File: src/rtl/usr_pkg.sv
package usr_pkg;
  typedef enum logic [1:0] {
    MODE_HOLD = 2'b00,
    MODE_SHUP = 2'b01,
    MODE_SHDN = 2'b10,
    MODE_LOAD = 2'b11
  } mode_e;
endpackage

File: src/rtl/usr_next_state.sv
module usr_next_state
  import usr_pkg::*;
#(
  parameter int WIDTH = 8
) (
  input  mode_e             mode,
  input  logic [WIDTH-1:0]  cur,
  input  logic [WIDTH-1:0]  load_val,
  input  logic              ser_lo,
  input  logic              ser_hi,
  output logic [WIDTH-1:0]  nxt
);
  localparam int TOP = WIDTH - 1;

  for (genvar i = 0; i < WIDTH; i++) begin : g_bit
    logic from_below;
    logic from_above;
    if (i == 0) begin : g_lo_edge
      assign from_below = ser_lo;
    end else begin : g_lo_mid
      assign from_below = cur[i-1];
    end
    if (i == TOP) begin : g_hi_edge
      assign from_above = ser_hi;
    end else begin : g_hi_mid
      assign from_above = cur[i+1];
    end
    always_comb begin
      unique case (mode)
        MODE_SHUP: nxt[i] = from_below;
        MODE_SHDN: nxt[i] = from_above;
        MODE_LOAD: nxt[i] = load_val[i];
        default:   nxt[i] = cur[i];
      endcase
    end
  end
endmodule

File: src/rtl/usr_bus_ctrl.sv
module usr_bus_ctrl
  import usr_pkg::*;
#(
  parameter int WIDTH = 8
) (
  input  mode_e             mode,
  input  logic              oe_a_n,
  input  logic              oe_b_n,
  output logic [WIDTH-1:0]  bus_oe
);
  logic enables_on;
  logic mode_drives;

  assign enables_on  = ~(oe_a_n | oe_b_n);
  assign mode_drives = (mode != MODE_LOAD);
  assign bus_oe      = {WIDTH{enables_on & mode_drives}};
endmodule

File: src/rtl/usr_shift_bus.sv
module usr_shift_bus
  import usr_pkg::*;
#(
  parameter int WIDTH = 8
) (
  input  logic              clk,
  input  logic              rst_n,
  input  logic [1:0]        sel,
  input  logic              ser_in_lo,
  input  logic              ser_in_hi,
  input  logic              oe_a_n,
  input  logic              oe_b_n,
  input  logic [WIDTH-1:0]  bus_in,
  output logic [WIDTH-1:0]  bus_out,
  output logic [WIDTH-1:0]  bus_oe,
  output logic              ser_out_lo,
  output logic              ser_out_hi
);
  localparam int TOP = WIDTH - 1;

  mode_e            mode;
  logic [WIDTH-1:0] state_q;
  logic [WIDTH-1:0] state_d;

  assign mode = mode_e'(sel);

  usr_next_state #(.WIDTH(WIDTH)) u_next (
    .mode     (mode),
    .cur      (state_q),
    .load_val (bus_in),
    .ser_lo   (ser_in_lo),
    .ser_hi   (ser_in_hi),
    .nxt      (state_d)
  );

  usr_bus_ctrl #(.WIDTH(WIDTH)) u_bus (
    .mode   (mode),
    .oe_a_n (oe_a_n),
    .oe_b_n (oe_b_n),
    .bus_oe (bus_oe)
  );

  always_ff @(posedge clk or negedge rst_n) begin
    if (!rst_n) state_q <= '0;
    else        state_q <= state_d;
  end

  assign bus_out    = state_q;
  assign ser_out_lo = state_q[0];
  assign ser_out_hi = state_q[TOP];

  // an edge seen while clear is low leaves the register zero
  a_r1_clear_holds: assert property (@(posedge clk)
    (!rst_n && $past(!rst_n)) |-> (bus_out == '0));

  a_r2_hold_stable: assert property (@(posedge clk) disable iff (!rst_n)
    (sel == 2'b00) |=> $stable(bus_out));

  a_r3_shift_up: assert property (@(posedge clk) disable iff (!rst_n)
    (sel == 2'b01) |=> (ser_out_lo == $past(ser_in_lo)) && (bus_out[TOP:1] == $past(bus_out[TOP-1:0])));

  a_r4_shift_down: assert property (@(posedge clk) disable iff (!rst_n)
    (sel == 2'b10) |=> (ser_out_hi == $past(ser_in_hi)) && (bus_out[TOP-1:0] == $past(bus_out[TOP:1])));

  a_r5_load: assert property (@(posedge clk) disable iff (!rst_n)
    (sel == 2'b11) |=> (bus_out == $past(bus_in)));

  a_r7_load_releases: assert property (@(posedge clk) disable iff (!rst_n)
    (sel == 2'b11) |-> (bus_oe == '0));

  a_r6_enable_off: assert property (@(posedge clk) disable iff (!rst_n)
    (oe_a_n || oe_b_n) |-> (bus_oe == '0));
endmodule

File: config.mk
export PLATFORM = sky130hd
export DESIGN_NAME = usr_shift_bus
export DESIGN_NICKNAME = d
export VERILOG_FILES = /design/src/rtl/usr_pkg.sv /design/src/rtl/usr_next_state.sv /design/src/rtl/usr_bus_ctrl.sv /design/src/rtl/usr_shift_bus.sv
export SDC_FILE = /design/constraint.sdc
export NUM_CORES = 1
export LEC_CHECK = 0
export BUFFER_PORTS_ARGS = -buffer_cell sky130_fd_sc_hd__clkbuf_2
export CORE_AREA = 2 2 39 41
export DETAILED_ROUTE_END_ITERATION = 10
export DIE_AREA = 0 0 41 43
export PLACE_DENSITY = 0.82
export SLEW_MARGIN = 0
export SYNTH_ARGS = -nofsm -noshare
export SYNTH_HDL_FRONTEND = slang
export SYNTH_HIERARCHICAL = 1
export SYNTH_SLANG_ARGS = --single-unit
File: constraint.sdc
create_clock -name clk -period 1.2 [get_ports clk]
set_input_delay 0.12 -clock clk [delete_from_list [all_inputs] [get_ports clk]]
set_output_delay 0.12 -clock clk [all_outputs]
set_load 0.01 [all_outputs]
* Word-level counts from Yosys, hierarchy flattened
Index checks and enable logic that the tools add are counted.
Storage, ports and cells: register bits after elaboration 8, bits of input ports 16, output and inout port bits 18, logic and storage cells 17
Operators by class: equality and inequality tests 4, mux-type cells 8, bitwise logic cells 3, reductions and logical operators 1
Operators by type and width (count):
- $pmux 1 s3 | 8
- $eq 2x2->1 const B | 2
- $reduce_bool 3->1 | 1
- $eq 2x1->1 const B | 1
- $ne 2x2->1 const B | 1
- $and 1x1->1 | 1
- $not 1->1 | 1
- $or 1x1->1 | 1

* Longest topological paths before layout
depth after elaboration 3, depth in mapped cells 2, gate-level depth less buffers 1

* By module
Netlist, hierarchy kept.
Modules (own cells, without submodules):
- usr_shift_bus | times used 1, cells an instance 10, area each 215.2 sq um, sequential area each 200.2 sq um
- usr_next_state | times used 1, cells an instance 10, area each 202.7 sq um, sequential area each 0.0 sq um
- usr_bus_ctrl | times used 1, cells an instance 8, area each 65.1 sq um, sequential area each 0.0 sq um

* Worst setup path before layout
OpenSTA, ideal clock, no wires.
path type register -> register, start register state_q[3] (netlist: bus_out[3]), end register state_q[4] (netlist: bus_out[4]), library setup time 139 ps, arrival 854 ps, data required time 1061 ps, setup slack 207 ps, stages on the path, launching flop included 2, buffers on the path 0, clock period less this slack 993 ps, cell sequence dfrtp_1 > mux4_2
Between the ends: word-level cells in the longest chain between the ends 1
RTL lines:
- from (decl) | RTL line usr_shift_bus.sv:22 | logic [WIDTH-1:0] state_q;
- from (signal assigned) | RTL line usr_shift_bus.sv:45 | else state_q <= state_d;
- $pmux 1 s3 | RTL line usr_next_state.sv:29 | unique case (mode)
- net state_d[4] | RTL line usr_shift_bus.sv:23 | logic [WIDTH-1:0] state_d;
The timed path passes the listed nets, and every way through them passes these cells. A chain may end at the register's enable or synchronous reset.

* Final worst setup path
start input port sel[1], end output port bus_oe[5]
Between the ends: word-level cells in the longest chain between the ends 2
RTL lines:
- from (decl) | RTL line usr_shift_bus.sv:8 | input logic [1:0] sel,
- $ne 2x2->1 | RTL line usr_bus_ctrl.sv:15 | assign mode_drives = (mode != MODE_LOAD);
- $and 1x1->1 | RTL line usr_bus_ctrl.sv:16 | assign bus_oe = {WIDTH{enables_on & mode_drives}};
- to (decl) | RTL line usr_shift_bus.sv:15 | output logic [WIDTH-1:0] bus_oe,
No other way between the ends.

==> results.py <==
metrics = {
    "status": {
        "outcome": "complete, no violations",
    },
    "worst_setup_path": {
        "cpPeakStageDelay_ps": 380,
        "crit_fanout": 9,
        "arrival_ps": 920,
        "rr_worst_depth": 1,
        "path_class": "input port to primary output",
        "critPathLaunchType": "input port",
        "crit_required_ps": 1080,
        "cp-end-kind": "primary output",
        "critical_path.slowest_cell": "a211oi_4",
        "critical_path.cell_chain": "clkbuf_2 > a211oi_4 > clkbuf_2",
        "worst_path_most_repeated_cell": "clkbuf_2",
    },
    "global_routing": {
        "antenna_found_initial": 0,
        "grtUsageTotal_pct": 12.6,
        "grt_max_degree": 10,
        "grt_overflow": 0,
        "grt_pass1_wl_um": 1410,
        "first_global_vias": 347,
    },
    "drt": {
        "ant_nets": 0,
        "via_per_inst": 4.87,
        "detail_route.drc_violations": 0,
        "routedWlPerCell_um": 13.8,
        "route.vias.total": 346,
        "drtPass1Iterations": 4,
        "routed_wl_um": 981,
        "drt_iter0_markers": 2,
    },
    "clock_network": {
        "insertion_delay_ps": 240,
        "cts_sinks": 8,
        "numCtsBuffers": 3,
        "cts_setup_buffers": 0,
        "cts_tree": "built",
        "clk_pin_slew_ps": 50,
        "cts_buffer_depth": 2,
        "h-tree-depth": 1,
        "clock-root-buffer": "clkbuf_4",
    },
    "sta": {
        "holdWs_ps": 196,
        "slew_viol_final": 0,
        "max_freq_mhz": 960,
        "tns_ps": 0,
        "period_minus_slack_ps": 1040,
        "max-slew-margin-rel_pct": 78.5,
        "fin_worst_skew_ps": 0.920,
        "finalSetupViolCount": 0,
        "tightest_slew_ps": 322,
        "finalHoldViolCount": 0,
        "rsz0062_at_grt": "no",
        "min_period_over_period_pct": 86.8,
    },
    "floorplan": {
        "die_w_um": 41,
        "core_area_mm2": 0.00138,
        "placementRows": 14,
        "dieArea_mm2": 0.00176,
        "io_pins": 34,
        "die_y_um": 43,
        "initial_core_util_pct": 34.9,
    },
    "synth": {
        "ys_seq_elements": 8,
        "syn-num-nets": 44,
        "synth_warnings": 6,
        "ys_types": 5,
        "synth_cells": 28,
        "syn_area_um2": 483,
        "ys_seq_area_share_pct": 41.5,
        "synth.avg_cell_area_um2": 17.2,
    },
    "placement": {
        "dpl_cell_area_um2": 586,
        "place_inst": 67,
        "hpwl_um": 830,
        "port_buffers": 33,
        "place.gp.congestion": 0.662,
    },
    "layout": {
        "multiInputGateArea_um2": 200,
        "largest_reg_flops": 8,
        "area_delta_synth_final_pct": 29.5,
        "seq_area_um2": 200,
        "layout.cells.non_filler": 71,
        "drive_gt1_share_pct": 83.6,
        "diodes": 0,
        "fin_nets": 73,
        "design_area_um2": 626,
        "fillers": 122,
    },
    "power": {
        "ir_worst_vdd_v": 0.000330,
        "p_per_area_mw_per_mm2": 1390,
        "fin_total_pwr_mw": 0.869,
        "leakage_nw": 0.310,
    },
    "flow_run": {
        "cap_violations": 0,
    },
    "hold_path": {
        "min_path_cells": 2,
        "min_path_type": "input port to flip-flop",
    },
}
## path summary, 6_finish.rpt
check,from,end,slack [ps]
worst max register to register,bus_out[3],bus_out[4],180
min in group asynchronous,rst_n,bus_out[4],250
worst min-delay path,bus_in[5],bus_out[5],200
worst min register to register,bus_out[6],bus_out[6],650
max in group asynchronous,rst_n,bus_out[1],790
worst max-delay path,sel[1],bus_oe[5],160
## cells in the mapped netlist
cell type  count  area share (%)
buf_6          2             4.7
mux4_2         8              37
dfrtp_1        8              41
a211oi_2       1             2.6
buf_4          9              14
## power breakdown
group	leakage, nW	internal [mW]	switching (mW)	total (mW)
Combinational	0.202	0.169	0.115	0.284
Clock	0.0138	0.114	0.0780	0.192
Sequential	0.0937	0.329	0.0642	0.393
## area by class of cell
cell class / count / area share (%)
clock buffers: 3 / 3.60
well taps: 16 / 3.20
repair buffers: 35 / 29.2
flip-flops and latches: 8 / 32.0
multi-input cells: 9 / 32.0
## critical path, delay by kind of cell
kind                   cells  cell delay (ps)
buffers and inverters      2              420
AO/OA/AOI/OAI              1              380
## metal layers
| metal | GRT usage, % | up-vias | part of all wire, % | routed length [um] |
|---|---|---|---|---|
| met5 | 0 | - | 0 | 0 |
| met4 | 10.0 | 0 | 0 | 0 |
| met3 | 0 | 0 | 6.8 | 67 |
| met2 | 22.2 | 19 | 60 | 584 |
| met1 | 12.6 | 172 | 34 | 329 |
| li1 | - | 155 | - | - |
## layout by cell type (no fill, tap or decap)
cell and count:
a211oi_4 1, buf_4 1, clkbuf_2 33, clkbuf_4 3, dfrtp_1 8, dlygate4sd3_1 1
mux4_2 8
## what timing repair did
item,in CTS,in global routing
hold buffers,1,0
endpoints found under the setup margin,0,2
gates resized for setup,0,1
hold endpoints to repair,8,0
## through the flow
stage | utilization [%] | setup slack [ps]
floorplan | - | 207
global placement | 42.3 | 125
detailed placement | 42.3 | 87.4
CTS | 44.7 | 85.3
global route | 45.2 | 72.7
finish | 45.2 | 159
## cell families (layout without fill, tap and decap cells)
family	after synthesis	in the layout	synth area share, %
multiplexers	8	8	37.3
buffers and inverters	11	38	18.7
AO/OA/AOI/OAI	1	1	2.59
flip-flops	8	8	41.5
(Power assumes the default switching activity.)
